[src/rtl/trap_pkg.sv]
package trap_pkg;
  typedef enum logic [2:0] {
    PATH_DBG_BRK,
    PATH_DBG_EXC,
    PATH_DBG_ENTER,
    PATH_SUP,
    PATH_MACH
  } trapPath_e;

  typedef struct packed {
    logic pcWe;
    logic privWe;
    logic sTrapWe;
    logic mTrapWe;
    logic dbgWe;
  } trapStrobe_t;

  localparam logic [1:0] PRIV_U = 2'd0;
  localparam logic [1:0] PRIV_S = 2'd1;
  localparam logic [1:0] PRIV_M = 2'd3;
  localparam int         BRKPT_CODE = 3;
  localparam logic [2:0] DBG_CAUSE_SWBRK = 3'd1;
endpackage

[src/rtl/trap_ctrl.sv]
module trap_ctrl
  import trap_pkg::*;
#(
  parameter int XLEN = 32
) (
  input  logic            trapValid,
  input  logic [XLEN-1:0] trapCause,
  input  logic [1:0]      curPriv,
  input  logic            inDebug,
  input  logic            ebreakEnM,
  input  logic            ebreakEnS,
  input  logic            ebreakEnU,
  input  logic [XLEN-1:0] medeleg,
  input  logic [XLEN-1:0] mideleg,
  output trapStrobe_t     strobe,
  output trapPath_e       path
);
  localparam int CW = $clog2(XLEN);
  localparam logic [XLEN-2:0] CODE_LIMIT = (XLEN-1)'(XLEN);
  localparam logic [XLEN-2:0] BRK_CODE   = (XLEN-1)'(BRKPT_CODE);

  logic            isIntr;
  logic [XLEN-2:0] code;
  logic            isBrk;
  logic            brkCapture;
  logic [XLEN-1:0] delegMask;
  logic            delegHit;
  logic            lowPriv;

  assign isIntr    = trapCause[XLEN-1];
  assign code      = trapCause[XLEN-2:0];
  assign isBrk     = !isIntr && (code == BRK_CODE);
  assign delegMask = isIntr ? mideleg : medeleg;
  assign delegHit  = (code < CODE_LIMIT) && delegMask[code[CW-1:0]];
  assign lowPriv   = (curPriv == PRIV_U) || (curPriv == PRIV_S);

  always_comb begin
    case (curPriv)
      PRIV_U:  brkCapture = ebreakEnU;
      PRIV_S:  brkCapture = ebreakEnS;
      PRIV_M:  brkCapture = ebreakEnM;
      default: brkCapture = 1'b0;
    endcase
  end

  // priority chain: debug redirect, debug entry, delegation, machine
  always_comb begin
    if (inDebug)                path = isBrk ? PATH_DBG_BRK : PATH_DBG_EXC;
    else if (isBrk && brkCapture) path = PATH_DBG_ENTER;
    else if (lowPriv && delegHit) path = PATH_SUP;
    else                        path = PATH_MACH;
  end

  always_comb begin
    strobe.pcWe    = trapValid;
    strobe.privWe  = trapValid && (path inside {PATH_DBG_ENTER, PATH_SUP, PATH_MACH});
    strobe.sTrapWe = trapValid && (path == PATH_SUP);
    strobe.mTrapWe = trapValid && (path == PATH_MACH);
    strobe.dbgWe   = trapValid && (path == PATH_DBG_ENTER);
  end
endmodule

[src/rtl/trap_datapath.sv]
module trap_datapath
  import trap_pkg::*;
#(
  parameter int              XLEN      = 32,
  parameter logic [XLEN-1:0] DBG_ENTRY = 'h800,
  parameter logic [XLEN-1:0] DBG_EXC   = 'h808
) (
  input  logic            clk,
  input  logic            rstN,
  input  trapStrobe_t     strobe,
  input  trapPath_e       path,
  input  logic [XLEN-1:0] trapCause,
  input  logic [XLEN-1:0] trapTval,
  input  logic [XLEN-1:0] curPc,
  input  logic [1:0]      curPriv,
  input  logic            sie,
  input  logic            mie,
  input  logic [XLEN-1:0] stvec,
  input  logic [XLEN-1:0] mtvec,
  output trapStrobe_t     strobeQ,
  output logic [XLEN-1:0] pcNext,
  output logic [1:0]      privNext,
  output logic [XLEN-1:0] causeQ,
  output logic [XLEN-1:0] epcQ,
  output logic [XLEN-1:0] tvalQ,
  output logic            spieNext,
  output logic            sppNext,
  output logic            mpieNext,
  output logic [1:0]      mppNext,
  output logic [1:0]      dbgPrivNext
);
  logic [XLEN-1:0] machBase;
  logic [XLEN-1:0] vecOffset;
  logic [XLEN-1:0] machTarget;
  logic [XLEN-1:0] pcTarget;
  logic [1:0]      privTarget;

  assign machBase   = {mtvec[XLEN-1:1], 1'b0};
  assign vecOffset  = (mtvec[0] && trapCause[XLEN-1]) ? {trapCause[XLEN-3:0], 2'b00} : '0;
  assign machTarget = machBase + vecOffset;

  always_comb begin
    case (path)
      PATH_DBG_BRK, PATH_DBG_ENTER: pcTarget = DBG_ENTRY;
      PATH_DBG_EXC:                 pcTarget = DBG_EXC;
      PATH_SUP:                     pcTarget = stvec;
      default:                      pcTarget = machTarget;
    endcase
    case (path)
      PATH_SUP:                 privTarget = PRIV_S;
      PATH_DBG_ENTER, PATH_MACH: privTarget = PRIV_M;
      default:                  privTarget = curPriv;
    endcase
  end

  always_ff @(posedge clk or negedge rstN) begin
    if (!rstN) begin
      strobeQ     <= '0;
      pcNext      <= '0;
      privNext    <= PRIV_M;
      causeQ      <= '0;
      epcQ        <= '0;
      tvalQ       <= '0;
      spieNext    <= 1'b0;
      sppNext     <= 1'b0;
      mpieNext    <= 1'b0;
      mppNext     <= PRIV_U;
      dbgPrivNext <= PRIV_U;
    end else begin
      strobeQ <= strobe;
      if (strobe.pcWe) begin
        pcNext      <= pcTarget;
        privNext    <= privTarget;
        causeQ      <= trapCause;
        epcQ        <= curPc;
        tvalQ       <= trapTval;
        spieNext    <= sie;
        sppNext     <= curPriv[0];
        mpieNext    <= mie;
        mppNext     <= curPriv;
        dbgPrivNext <= curPriv;
      end
    end
  end
endmodule

[src/rtl/trap_entry_unit.sv]
module trap_entry_unit
  import trap_pkg::*;
#(
  parameter int              XLEN      = 32,
  parameter logic [XLEN-1:0] DBG_ENTRY = 'h800,
  parameter logic [XLEN-1:0] DBG_EXC   = 'h808
) (
  input  logic            clk,
  input  logic            rstN,
  input  logic            trapValid,
  input  logic [XLEN-1:0] trapCause,
  input  logic [XLEN-1:0] trapTval,
  input  logic [XLEN-1:0] curPc,
  input  logic [1:0]      curPriv,
  input  logic            inDebug,
  input  logic            ebreakEnM,
  input  logic            ebreakEnS,
  input  logic            ebreakEnU,
  input  logic            sie,
  input  logic            mie,
  input  logic [XLEN-1:0] medeleg,
  input  logic [XLEN-1:0] mideleg,
  input  logic [XLEN-1:0] stvec,
  input  logic [XLEN-1:0] mtvec,
  output logic            pcWe,
  output logic [XLEN-1:0] pcNext,
  output logic            privWe,
  output logic [1:0]      privNext,
  output logic            sTrapWe,
  output logic [XLEN-1:0] scauseNext,
  output logic [XLEN-1:0] sepcNext,
  output logic [XLEN-1:0] stvalNext,
  output logic            spieNext,
  output logic            sppNext,
  output logic            sieNext,
  output logic            mTrapWe,
  output logic [XLEN-1:0] mcauseNext,
  output logic [XLEN-1:0] mepcNext,
  output logic [XLEN-1:0] mtvalNext,
  output logic            mpieNext,
  output logic [1:0]      mppNext,
  output logic            mieNext,
  output logic            dbgWe,
  output logic [2:0]      dbgCauseNext,
  output logic [XLEN-1:0] dpcNext,
  output logic [1:0]      dbgPrivNext
);
  trapStrobe_t     strobe;
  trapStrobe_t     strobeQ;
  trapPath_e       path;
  logic [XLEN-1:0] causeQ;
  logic [XLEN-1:0] epcQ;
  logic [XLEN-1:0] tvalQ;

  trap_ctrl #(.XLEN(XLEN)) u_ctrl (
    .trapValid(trapValid), .trapCause(trapCause), .curPriv(curPriv),
    .inDebug(inDebug), .ebreakEnM(ebreakEnM), .ebreakEnS(ebreakEnS),
    .ebreakEnU(ebreakEnU), .medeleg(medeleg), .mideleg(mideleg),
    .strobe(strobe), .path(path)
  );

  trap_datapath #(.XLEN(XLEN), .DBG_ENTRY(DBG_ENTRY), .DBG_EXC(DBG_EXC)) u_dp (
    .clk(clk), .rstN(rstN), .strobe(strobe), .path(path),
    .trapCause(trapCause), .trapTval(trapTval), .curPc(curPc),
    .curPriv(curPriv), .sie(sie), .mie(mie), .stvec(stvec), .mtvec(mtvec),
    .strobeQ(strobeQ), .pcNext(pcNext), .privNext(privNext),
    .causeQ(causeQ), .epcQ(epcQ), .tvalQ(tvalQ),
    .spieNext(spieNext), .sppNext(sppNext), .mpieNext(mpieNext),
    .mppNext(mppNext), .dbgPrivNext(dbgPrivNext)
  );

  assign pcWe         = strobeQ.pcWe;
  assign privWe       = strobeQ.privWe;
  assign sTrapWe      = strobeQ.sTrapWe;
  assign mTrapWe      = strobeQ.mTrapWe;
  assign dbgWe        = strobeQ.dbgWe;
  assign scauseNext   = causeQ;
  assign sepcNext     = epcQ;
  assign stvalNext    = tvalQ;
  assign mcauseNext   = causeQ;
  assign mepcNext     = epcQ;
  assign mtvalNext    = tvalQ;
  assign dpcNext      = epcQ;
  assign sieNext      = 1'b0;
  assign mieNext      = 1'b0;
  assign dbgCauseNext = DBG_CAUSE_SWBRK;
endmodule

[config.mk]
export PLATFORM = sky130hd
export DESIGN_NAME = trap_entry_unit
export DESIGN_NICKNAME = d
export VERILOG_FILES = /design/src/rtl/trap_pkg.sv /design/src/rtl/trap_ctrl.sv /design/src/rtl/trap_datapath.sv /design/src/rtl/trap_entry_unit.sv
export SDC_FILE = /design/constraint.sdc
export NUM_CORES = 1
export LEC_CHECK = 0
export BUFFER_PORTS_ARGS = -buffer_cell sky130_fd_sc_hd__buf_4
export CAP_MARGIN = 5
export CORE_AREA = 2 2 198 200
export CTS_CLUSTER_SIZE = 12
export DETAILED_ROUTE_END_ITERATION = 10
export DIE_AREA = 0 0 200 202
export PLACE_DENSITY = 0.54
export REMOVE_ABC_BUFFERS = 1
export SYNTH_ARGS = -nofsm -noshare
export SYNTH_HDL_FRONTEND = slang
export SYNTH_HIERARCHICAL = 1
export SYNTH_SLANG_ARGS = --single-unit
[constraint.sdc]
create_clock -name clk -period 1.35 [get_ports clk]
set_input_delay 0.0675 -clock clk [delete_from_list [all_inputs] [get_ports clk]]
set_output_delay 0.0675 -clock clk [all_outputs]
set_load 0.1 [all_outputs]
# ---- Yosys cells after proc, flatten, opt, wreduce, memory -nomap -nowiden
# Cells that the tools add are included.
# W data, S select, Z words.
dict set report op_classes {
  mux 11
  reduce_logical 16
  n_eq_ne 7
  n_addsub 1
  order_cmp 2
}
# cell count
set op_table {}
lappend op_table {{$pmux W32 S3} 1}
lappend op_table {{$mux W32} 2}
lappend op_table {{$add A32 B32 Y32} 1}
lappend op_table {{$eq A31 B2 Y1 const B} 1}
lappend op_table {{$lt A31 B6 Y1 const B} 1}
lappend op_table {{$logic_and A1 B1 Y1} 9}
lappend op_table {{$mux W3} 3}
lappend op_table {{$eq A3 B2 Y1 const B} 2}
lappend op_table {{$lt A5 B6 Y1 const B} 1}
lappend op_table {{$bmux W1 S5} 1}
lappend op_table {{$pmux W2 S2} 1}
lappend op_table {{$reduce_or A2 Y1} 2}
lappend op_table {{$eq A3 B1 Y1 const B} 1}
lappend op_table {{$eq A3 B3 Y1 const B} 1}
lappend op_table {{$logic_not A3 Y1} 1}
lappend op_table {{$pmux W1 S3} 1}
lappend op_table {{$reduce_bool A3 Y1} 1}
lappend op_table {{$eq A2 B1 Y1 const B} 1}
lappend op_table {{$eq A2 B2 Y1 const B} 1}
lappend op_table {{$logic_not A2 Y1} 1}
lappend op_table {{$mux W1} 2}
lappend op_table {{$logic_not A1 Y1} 1}
lappend op_table {{$logic_or A1 B1 Y1} 1}
dict set report totals {
  register_bits 140
  wordCells 51
  out_inout_bits 275
}

# ---- Logic depth before layout (Yosys ltp)
# Gate-level depths: netlist of run 1.
dict set report depth {
  word_depth 11
  depth_mapped 16
  ltp_nobuf 13
}

# ---- Cells and area by module
# The synthesis of run 1 kept the hierarchy.
# mod n_inst seq_area_each_um2 cells_per_inst area_each_um2
set by_module_without_submodules {}
lappend by_module_without_submodules {trap_datapath 1 3480.8 626 7075.5}
lappend by_module_without_submodules {trap_entry_unit 1 0.0 135 1006.0}
lappend by_module_without_submodules {trap_ctrl 1 0.0 94 790.8}

# ---- Worst setup path after synthesis of run 1
# No wires, ideal clock.
dict set report synth_path {
  path_kind {input-to-reg}
  start {input mtvec[0]}
  end {register u_dp.pcNext[30]}
  path_buffers 2
  arrival_time_ns 2.601
  t_required_ns 1.209
  path_slack_ns -1.392
  cell_stages 14
  path_cell_list {clkbuf_1 clkbuf_1 and3_1 ha_1 fa_1 a21oi_1 nand4b_1 a211oi_2 nor3_2 o31ai_1 a21bo_1 a41oi_2 xor2_1 o221ai_2}
}
dict set report synth_via {
  elab_chain_cells 4
}
# element line
set synth_lines {}
lappend synth_lines {{start: declaration} trap_entry_unit.sv:24} ;# input logic [XLEN-1:0] mtvec,
lappend synth_lines {{$logic_and A1 B1 Y1} trap_datapath.sv:39} ;# assign vecOffset = (mtvec[0] && trapCause[XLEN-1]) ? {trapCause[XLEN-3:0], 2'b00} : '0;
lappend synth_lines {{$mux W32} trap_datapath.sv:39}
lappend synth_lines {{$add A32 B32 Y32} trap_datapath.sv:40} ;# assign machTarget = machBase + vecOffset;
lappend synth_lines {{$pmux W32 S3} trap_datapath.sv:43} ;# case (path)
lappend synth_lines {{end signal: assignment} trap_datapath.sv:72} ;# pcNext <= pcTarget;
lappend synth_lines {{end: declaration} trap_datapath.sv:21} ;# output logic [XLEN-1:0] pcNext,
# Every way passes these cells.
# A chain may end at the register's enable or synchronous reset.

# ---- Worst setup path after layout of run 1
dict set report layout_path {
  start {input trapCause[8]}
  end {register u_dp.pcNext[11]}
}
dict set report layout_via {
  elab_chain_cells 9
  elab_cells_between_ends 18
  cone_classes {1 x add/sub; 1 x order compare; 4 x eq/ne; 6 x mux; 6 x reduce/logical}
}
# element line
set layout_lines {}
lappend layout_lines {{start: declaration} trap_entry_unit.sv:11} ;# input logic [XLEN-1:0] trapCause,
lappend layout_lines {{$lt A31 B6 Y1} trap_ctrl.sv:34} ;# assign delegHit = (code < CODE_LIMIT) && delegMask[code[CW-1:0]];
lappend layout_lines {{$logic_and A1 B1 Y1} trap_ctrl.sv:34}
lappend layout_lines {{$logic_and A1 B1 Y1} trap_ctrl.sv:50} ;# else if (lowPriv && delegHit) path = PATH_SUP;
lappend layout_lines {{$mux W3} trap_ctrl.sv:50}
lappend layout_lines {{$mux W3 *} trap_ctrl.sv:49} ;# else if (isBrk && brkCapture) path = PATH_DBG_ENTER;
lappend layout_lines {{$mux W3 *} trap_ctrl.sv:48} ;# if (inDebug) path = isBrk ? PATH_DBG_BRK : PATH_DBG_EXC;
lappend layout_lines {{net path[1]} trap_entry_unit.sv:50} ;# trapPath_e path;
lappend layout_lines {{$eq A3 B2 Y1 or $logic_not A3 Y1 (tied branches)} trap_datapath.sv:43}
lappend layout_lines {{$reduce_or A2 Y1} trap_datapath.sv:43}
lappend layout_lines {{$pmux W32 S3 *} trap_datapath.sv:43}
# The timed path passes the listed nets; every way through them passes the cells marked *.

==> impl_metrics.ini, run 1 <==
[cts]
numCtsBuffers = 17
htreeDepth = 4
clk_path_buf_depth = 2
tritoncts = yes
clkSlewWorstSetupHoldPaths_ps = 70
cts_sinks = 139
clockRootBuffer = clkbuf_16
clkLatencyLatePin_ps = 440

[timing]
fmax_mhz = 438
hold_viol = 0
finalSetupViolCount = 36
fin_crit_sh = 1.69
setup_slack_ps = -936
period_needed_ps = 2290
rsz0062_at_grt = true
max_slew_margin = 0.666
clock_skew_ps = 0
drv_slew = 0
tightest_slew_ps = 500

[synth]
synth_common_cells = buf_4 (139), dfrtp_1 (137), mux2_2 (103), a21oi_1 (48), nor2_1 (44)
synth_edf_count = 0
synth_area_leaders = dfrtp_1 (39%), mux2_2 (13%), buf_4 (12%)
syn_area_um2 = 8870
synth_cell_types = 65
synth-seq-cells = 139
avgSynthCellArea_um2 = 10.4
synth_ff_type = dfrtp_1
ys_warn_count = 6
ys_seq_area_frac = 0.392
postSynthCellCount = 855
async_reset_ff_frac = 1.00
synth.most_common_cell = buf_4
synth_top_area_share = 0.386
yosysTopAreaCell = dfrtp_1

[detailed_routing]
drc = 0
ant_nets = 0
wl_per_cell_um = 18.5
postRouteWirelength_mm = 38.0
vias_per_cell = 4.38
dr.first_iter.drc_count = 366
drt_first_pass_iters = 5
vias = 8989

[die]
die-area_um2 = 40400
rows = 72
core_um2 = 38300
io_pins = 510
die_y_um = 202
die_x_um = 200
initial_utilization = 0.232

[run]
drv_cap = 0

[setup_path]
cp_max_fo = 4
crit_path_cell_trace = buf_4, nor4_2, buf_4, and4_1, nand3_2, or3b_4, o31ai_4, nor2b_4, inv_2, nor2_2, and2_4, buf_6, nor2b_4, a21oi_2, mux2_4
critPathBufInv = 4
critPathKind = in -> reg
setup.worst_path.start = trapCause[8]
startpoint_type = input port
crit_family = simple AND/OR/NAND/NOR gates
crit_path_end_kind = flip-flop
crit_arrival_ps = 2610
required_ps = 1680
slowest_delay_ps = 410
reg2reg_from = u_dp/pcNext[31]
cp_slowest_cell = or3b_4

[placement]
hpwl_mm = 28.6
place_area_um2 = 13500
dp.cells = 1866
numPortBuffers = 504
gp_congestion = 0.851

[global_route]
grt_max_degree = 59
grt_pass1_wl_mm = 55.1
antenna_found_initial = 9
first_global_vias = 9224
grt_overflow = 0
grt.total_usage = 0.182

[final_layout]
fin_nets = 1782
stdcell_area_um2 = 16100
layout-drive-gt1-share = 0.588
finalNonFillerCells = 2054
synthToLayoutAreaGrowth_pct = 81.5

[status]
violations = negative setup slack
status = complete, but fails checks

[power_and_ir_drop]
cellPowerDensity_nw_per_um2 = 1290
max-vdd-ir-drop_mv = 0.871
p_leak_nw = 7.85
total_power_mw = 20.8

[hold_path]
worstHoldPathType = in -> reg
min_from = trapCause[10]
cell type report:
cell class / instances / area, um^2
tap: 518 / 648
inverter: 17 / 63.8
antenna: 6 / 15.0
timing repair buffer: 814 / 6740
fill: 3676 / 22200
clock buffer: 18 / 439
sequential: 139 / 3480
clock inverter: 14 / 183
multi-input combinational: 528 / 4530
worst reg2reg max path, stage by stage, from the launching register on:
cell	delay (ps)
dfrtp_1	400
nor2_1	170
nor2b_1	90
and3_1	160
mux2i_1	120
nand2_1	60
path summary, 6_finish.rpt:
check | endpoint | slack, ps | depth (start not counted)
setup / recovery | u_dp/pcNext[11] | -940 | 15
hold / removal | u_dp/causeQ[10] | 30 | 3
max in group asynchronous | u_dp/privNext[0] | 580 | 3
hold reg to reg | u_dp/privNext[0] | 500 | 2
min in group asynchronous | u_dp/pcNext[0] | 180 | 2
setup reg to reg | u_dp/pcNext[31] | 230 | 5
logic make-up after synthesis:
family | synth area share
buffers and inverters | 0.142
and+or+nand+nor | 0.106
AOI/OAI and AO/OA | 0.119
DFF | 0.392
muxes | 0.171
adders and majority gates | 0.0432
xor gates and xnor gates | 0.0257
other | 0.000846
cell usage in the layout, fill, tap and decap left out, types with 22 or more instances in the layout:
| cell | n |
|---|---|
| dfrtp_1 | 136 |
| nor2_1 | 36 |
| ha_1 | 23 |
| dlygate4sd3_1 | 129 |
| mux2_2 | 102 |
| nand2_1 | 22 |
| buf_4 | 648 |
| and3_1 | 29 |
| a21oi_1 | 36 |
| a21o_1 | 22 |
registers in the layout (all words and copies together), names as in the netlist:
register	flops
u_dp/strobeQ	5
u_dp/causeQ	32
u_dp/privNext	2
u_dp/epcQ	32
u_dp/spieNext	1
u_dp/dbgPrivNext	2
u_dp/tvalQ	32
u_dp/pcNext	32
u_dp/mpieNext	1
power by group:
part | internal [mW] | switching (mW) | total (mW)
combinational | 2.85 | 7.82 | 10.7
sequential | 4.59 | 0.409 | 5.00
clock | 3.00 | 2.11 | 5.11
metal layers:
| layer | track usage | vias to the layer above | routed length, um |
|---|---|---|---|
| met1 | 0.213 | 4367 | 15300 |
| met5 | 0 | - | 47 |
| met2 | 0.326 | 318 | 19600 |
| met4 | 0.0479 | 8 | 565 |
| met3 | 0.0499 | 40 | 2540 |
| li1 | - | 4256 | - |
metrics by stage:
step | setup WS [ps] | utilization | hold WS [ps] | setup TNS (ps)
after floorplan | -1700 | - | -228 | -234230
after global placement | -1690 | 0.351 | 60.2 | -55080
after detailed placement | -1870 | 0.351 | 54.9 | -60820
after CTS | -946 | 0.414 | 2.49 | -29700
after global routing | -1000 | 0.420 | 19.8 | -31660
final | -936 | 0.421 | 34.8 | -28900
what timing repair did:
item	in CTS	in global routing
gates cloned	2	1
pin swaps	37	35
buffers inserted	19	6
hold buffers	129	0
gates resized for setup	70	41
endpoints found under the setup margin	43	39
endpoints found under the hold margin	253	0
Power figures use the tool's default switching activity.
==> inputs of run 2 (changes only) <==
--- a/config.mk
+++ b/config.mk
@@ -7,13 +7,12 @@
 export LEC_CHECK = 0
 export BUFFER_PORTS_ARGS = -buffer_cell sky130_fd_sc_hd__buf_4
 export CAP_MARGIN = 5
-export CORE_AREA = 2 2 198 200
+export CORE_AREA = 2 2 196 198
 export CTS_CLUSTER_SIZE = 12
 export DETAILED_ROUTE_END_ITERATION = 10
-export DIE_AREA = 0 0 200 202
+export DIE_AREA = 0 0 198 200
 export PLACE_DENSITY = 0.54
 export REMOVE_ABC_BUFFERS = 1
 export SYNTH_ARGS = -nofsm -noshare
 export SYNTH_HDL_FRONTEND = slang
-export SYNTH_HIERARCHICAL = 1
 export SYNTH_SLANG_ARGS = --single-unit
==> impl_metrics.ini, run 2 <==
[status]
status = complete, but fails checks
violations = negative setup slack

[run]
drv_cap = 0

[die]
die_x_um = 198
initial_utilization = 0.232
die-area_um2 = 39600
rows = 71
core_um2 = 37400
io_pins = 510
die_y_um = 200

[final_layout]
synthToLayoutAreaGrowth_pct = 88.3
nFillCells = 3476
stdcell_area_um2 = 16300
final_common_cell = buf_4
layout-drive-gt1-share = 0.624
regArea_um2 = 3480
layout_common_cells = buf_4 (627), dfrtp_1 (136), dlygate4sd3_1 (130), mux2_2 (100), nor2_1 (63)
fin_nets = 1738
multi_input_comb_area_um2 = 4650
fin_util = 0.437

[synth]
syn_area_um2 = 8680
synth-seq-cells = 139
synth_ff_type = dfrtp_1
avgSynthCellArea_um2 = 10.7
synth_area_leaders = dfrtp_1 (39%), mux2_2 (13%), buf_4 (12%)
async_reset_ff_frac = 1.00
synth_cell_types = 55
postSynthCellCount = 811
synth_top_area_share = 0.395
synth_edf_count = 0
ys_warn_count = 0
yosysTopAreaCell = dfrtp_1
ys_seq_area_frac = 0.401
synth_common_cells = buf_4 (137), dfrtp_1 (137), mux2_2 (101), nor2_1 (63), a21oi_1 (37)

[detailed_routing]
dr.first_iter.drc_count = 327
drt_first_pass_iters = 4
postRouteWirelength_mm = 37.7
vias = 8643
vias_per_cell = 4.33
drc = 0
wl_per_cell_um = 18.9
ant_nets = 0

[power_and_ir_drop]
cellPowerDensity_nw_per_um2 = 1300
swShare = 0.497
p_leak_nw = 7.75
switchingPower_mw = 10.6
p_comb_frac = 0.524
clkPwrFrac = 0.240
p_seq_frac = 0.236
p_int_mw = 10.7
total_power_mw = 21.3
max-vdd-ir-drop_mv = 0.798

[hold_path]
worstHoldPathType = in -> reg

[setup_path]
setup.worst_path.start = trapCause[31]
required_ps = 1680
r2r-end = u_dp.causeQ[28]
reg2reg_depth = 1
reg2reg_from = u_dp.causeQ[28]
rrSetupSlack_ps = 460
critPathKind = in -> reg
startpoint_type = input port
cp_max_fo = 7
crit_path_end_kind = flip-flop
cp-endpoint = u_dp.pcNext[3]
crit_arrival_ps = 2690

[timing]
fmax_mhz = 424
finalSetupViolCount = 35
max_slew_margin = 0.648
clock_skew_ps = 0
drv_slew = 0
fin_crit_sh = 1.75
period_needed_ps = 2360
setup_slack_ps = -1010
tightest_slew_ps = 528
whs_ps = 21.8
rsz0062_at_grt = true
hold_viol = 0

[cts]
clk_path_buf_depth = 2
htreeDepth = 4
clkSlewWorstSetupHoldPaths_ps = 60
clkLatencyLatePin_ps = 450
clockRootBuffer = clkbuf_16
numCtsBuffers = 17
cts_sinks = 139
tritoncts = yes

[global_route]
antenna_found_initial = 4
grt_max_degree = 64
grt.total_usage = 0.178
grt_pass1_wl_mm = 52.3
first_global_vias = 8807
grt_overflow = 0

[placement]
hpwl_mm = 28.1
place_area_um2 = 13100
numPortBuffers = 504
gp_congestion = 0.834
==> run 2: cell types whose count changed after synthesis, moves of 10 or more <==
cell	change
a221oi_1	+25
nand3_1	-14
mux4_2	+11
a21oi_1	-11
a22oi_1	-17
o21ai_1	-10
nor2_1	+19
a21o_1	-13
mux2i_1	-12
==> run 2: layout make-up <==
type / count / area share
well taps: 511 / 0.0391
inverters: 17 / 0.00406
multi-input cells: 482 / 0.284
diodes: 1 / 0.000153
clock buffers: 21 / 0.0282
flip-flops and latches: 139 / 0.213
repair buffers: 816 / 0.421
clock inverters: 11 / 0.00980
==> run 2: per-stage QoR <==
step | setup TNS (ps) | instances | worst slack, ps
after floorplan | -226250 | 638 | -1430
after global placement | -50900 | 1792 | -1750
after detailed placement | -52380 | 1792 | -1830
after CTS | -29700 | 1977 | -1030
after global routing | -34960 | 1998 | -1150
final | -32350 | 1998 | -1010
==> run 2: power by group through the flow <==
stage | clock [mW] | combinational [mW] | sequential, mW
finish | 5.10 | 11.2 | 5.03
global route | 5.40 | 11.5 | 5.09
CTS | 5.23 | 11.0 | 5.03
detailed placement | 0 | 10.3 | 5.10
global placement | 0 | 10.3 | 5.09
floorplan | 0 | 1.15 | 11.2
==> run 2: logic make-up (layout without fill, tap and decap cells) <==
family          after synthesis  after routing  synth area share
mux                         127            127             0.187
buf+inv                     193            865             0.144
other cells                   2              6          0.000865
xor+xnor                     24             24            0.0242
compound gates              131            131             0.104
fa+ha+maj                    30             30            0.0441
flops                       139            139             0.401
simple gates                165            165            0.0940
==> run 2: worst max-delay path, stage by stage <==
cell	delay, ps
buf_12	110
buf_12	130
buf_16	140
mux4_2	320
mux2i_1	90
mux4_2	520
o32ai_4	280
buf_6	150
o22ai_4	80
buf_6	130
buf_6	120
buf_12	140
buf_12	130
a221oi_2	210
nor2_1	60
==> run 2: repair_timing <==
item	CTS	global route
endpoints found under the hold margin	239	0
setup endpoints to repair	43	40
setup buffers	22	22
gates resized for setup	126	54
gates cloned	3	3
pin swaps	53	47
hold buffers	130	0
==> run 2: worst min-delay path by stage <==
stage	start	to	slack [ps]	depth (start not counted)
3_3_place_gp	rstN	u_dp.pcNext[9]	50	1
5_1_grt	stvec[11]	u_dp.pcNext[11]	20	4
4_1_cts	stvec[11]	u_dp.pcNext[11]	4	4
2_1_floorplan	rstN	u_dp.causeQ[0]	-230	0
6_report	stvec[11]	u_dp.pcNext[11]	20	4
3_5_place_dp	rstN	u_dp.causeQ[12]	50	1
==> run 2: metal layers <==
layer	wire length (um)	up-vias	global-route usage
li1	-	4102	-
met1	15900	4204	0.217
met2	19800	298	0.324
met3	1570	33	0.0355
met4	433	6	0.0395
met5	44	-	0
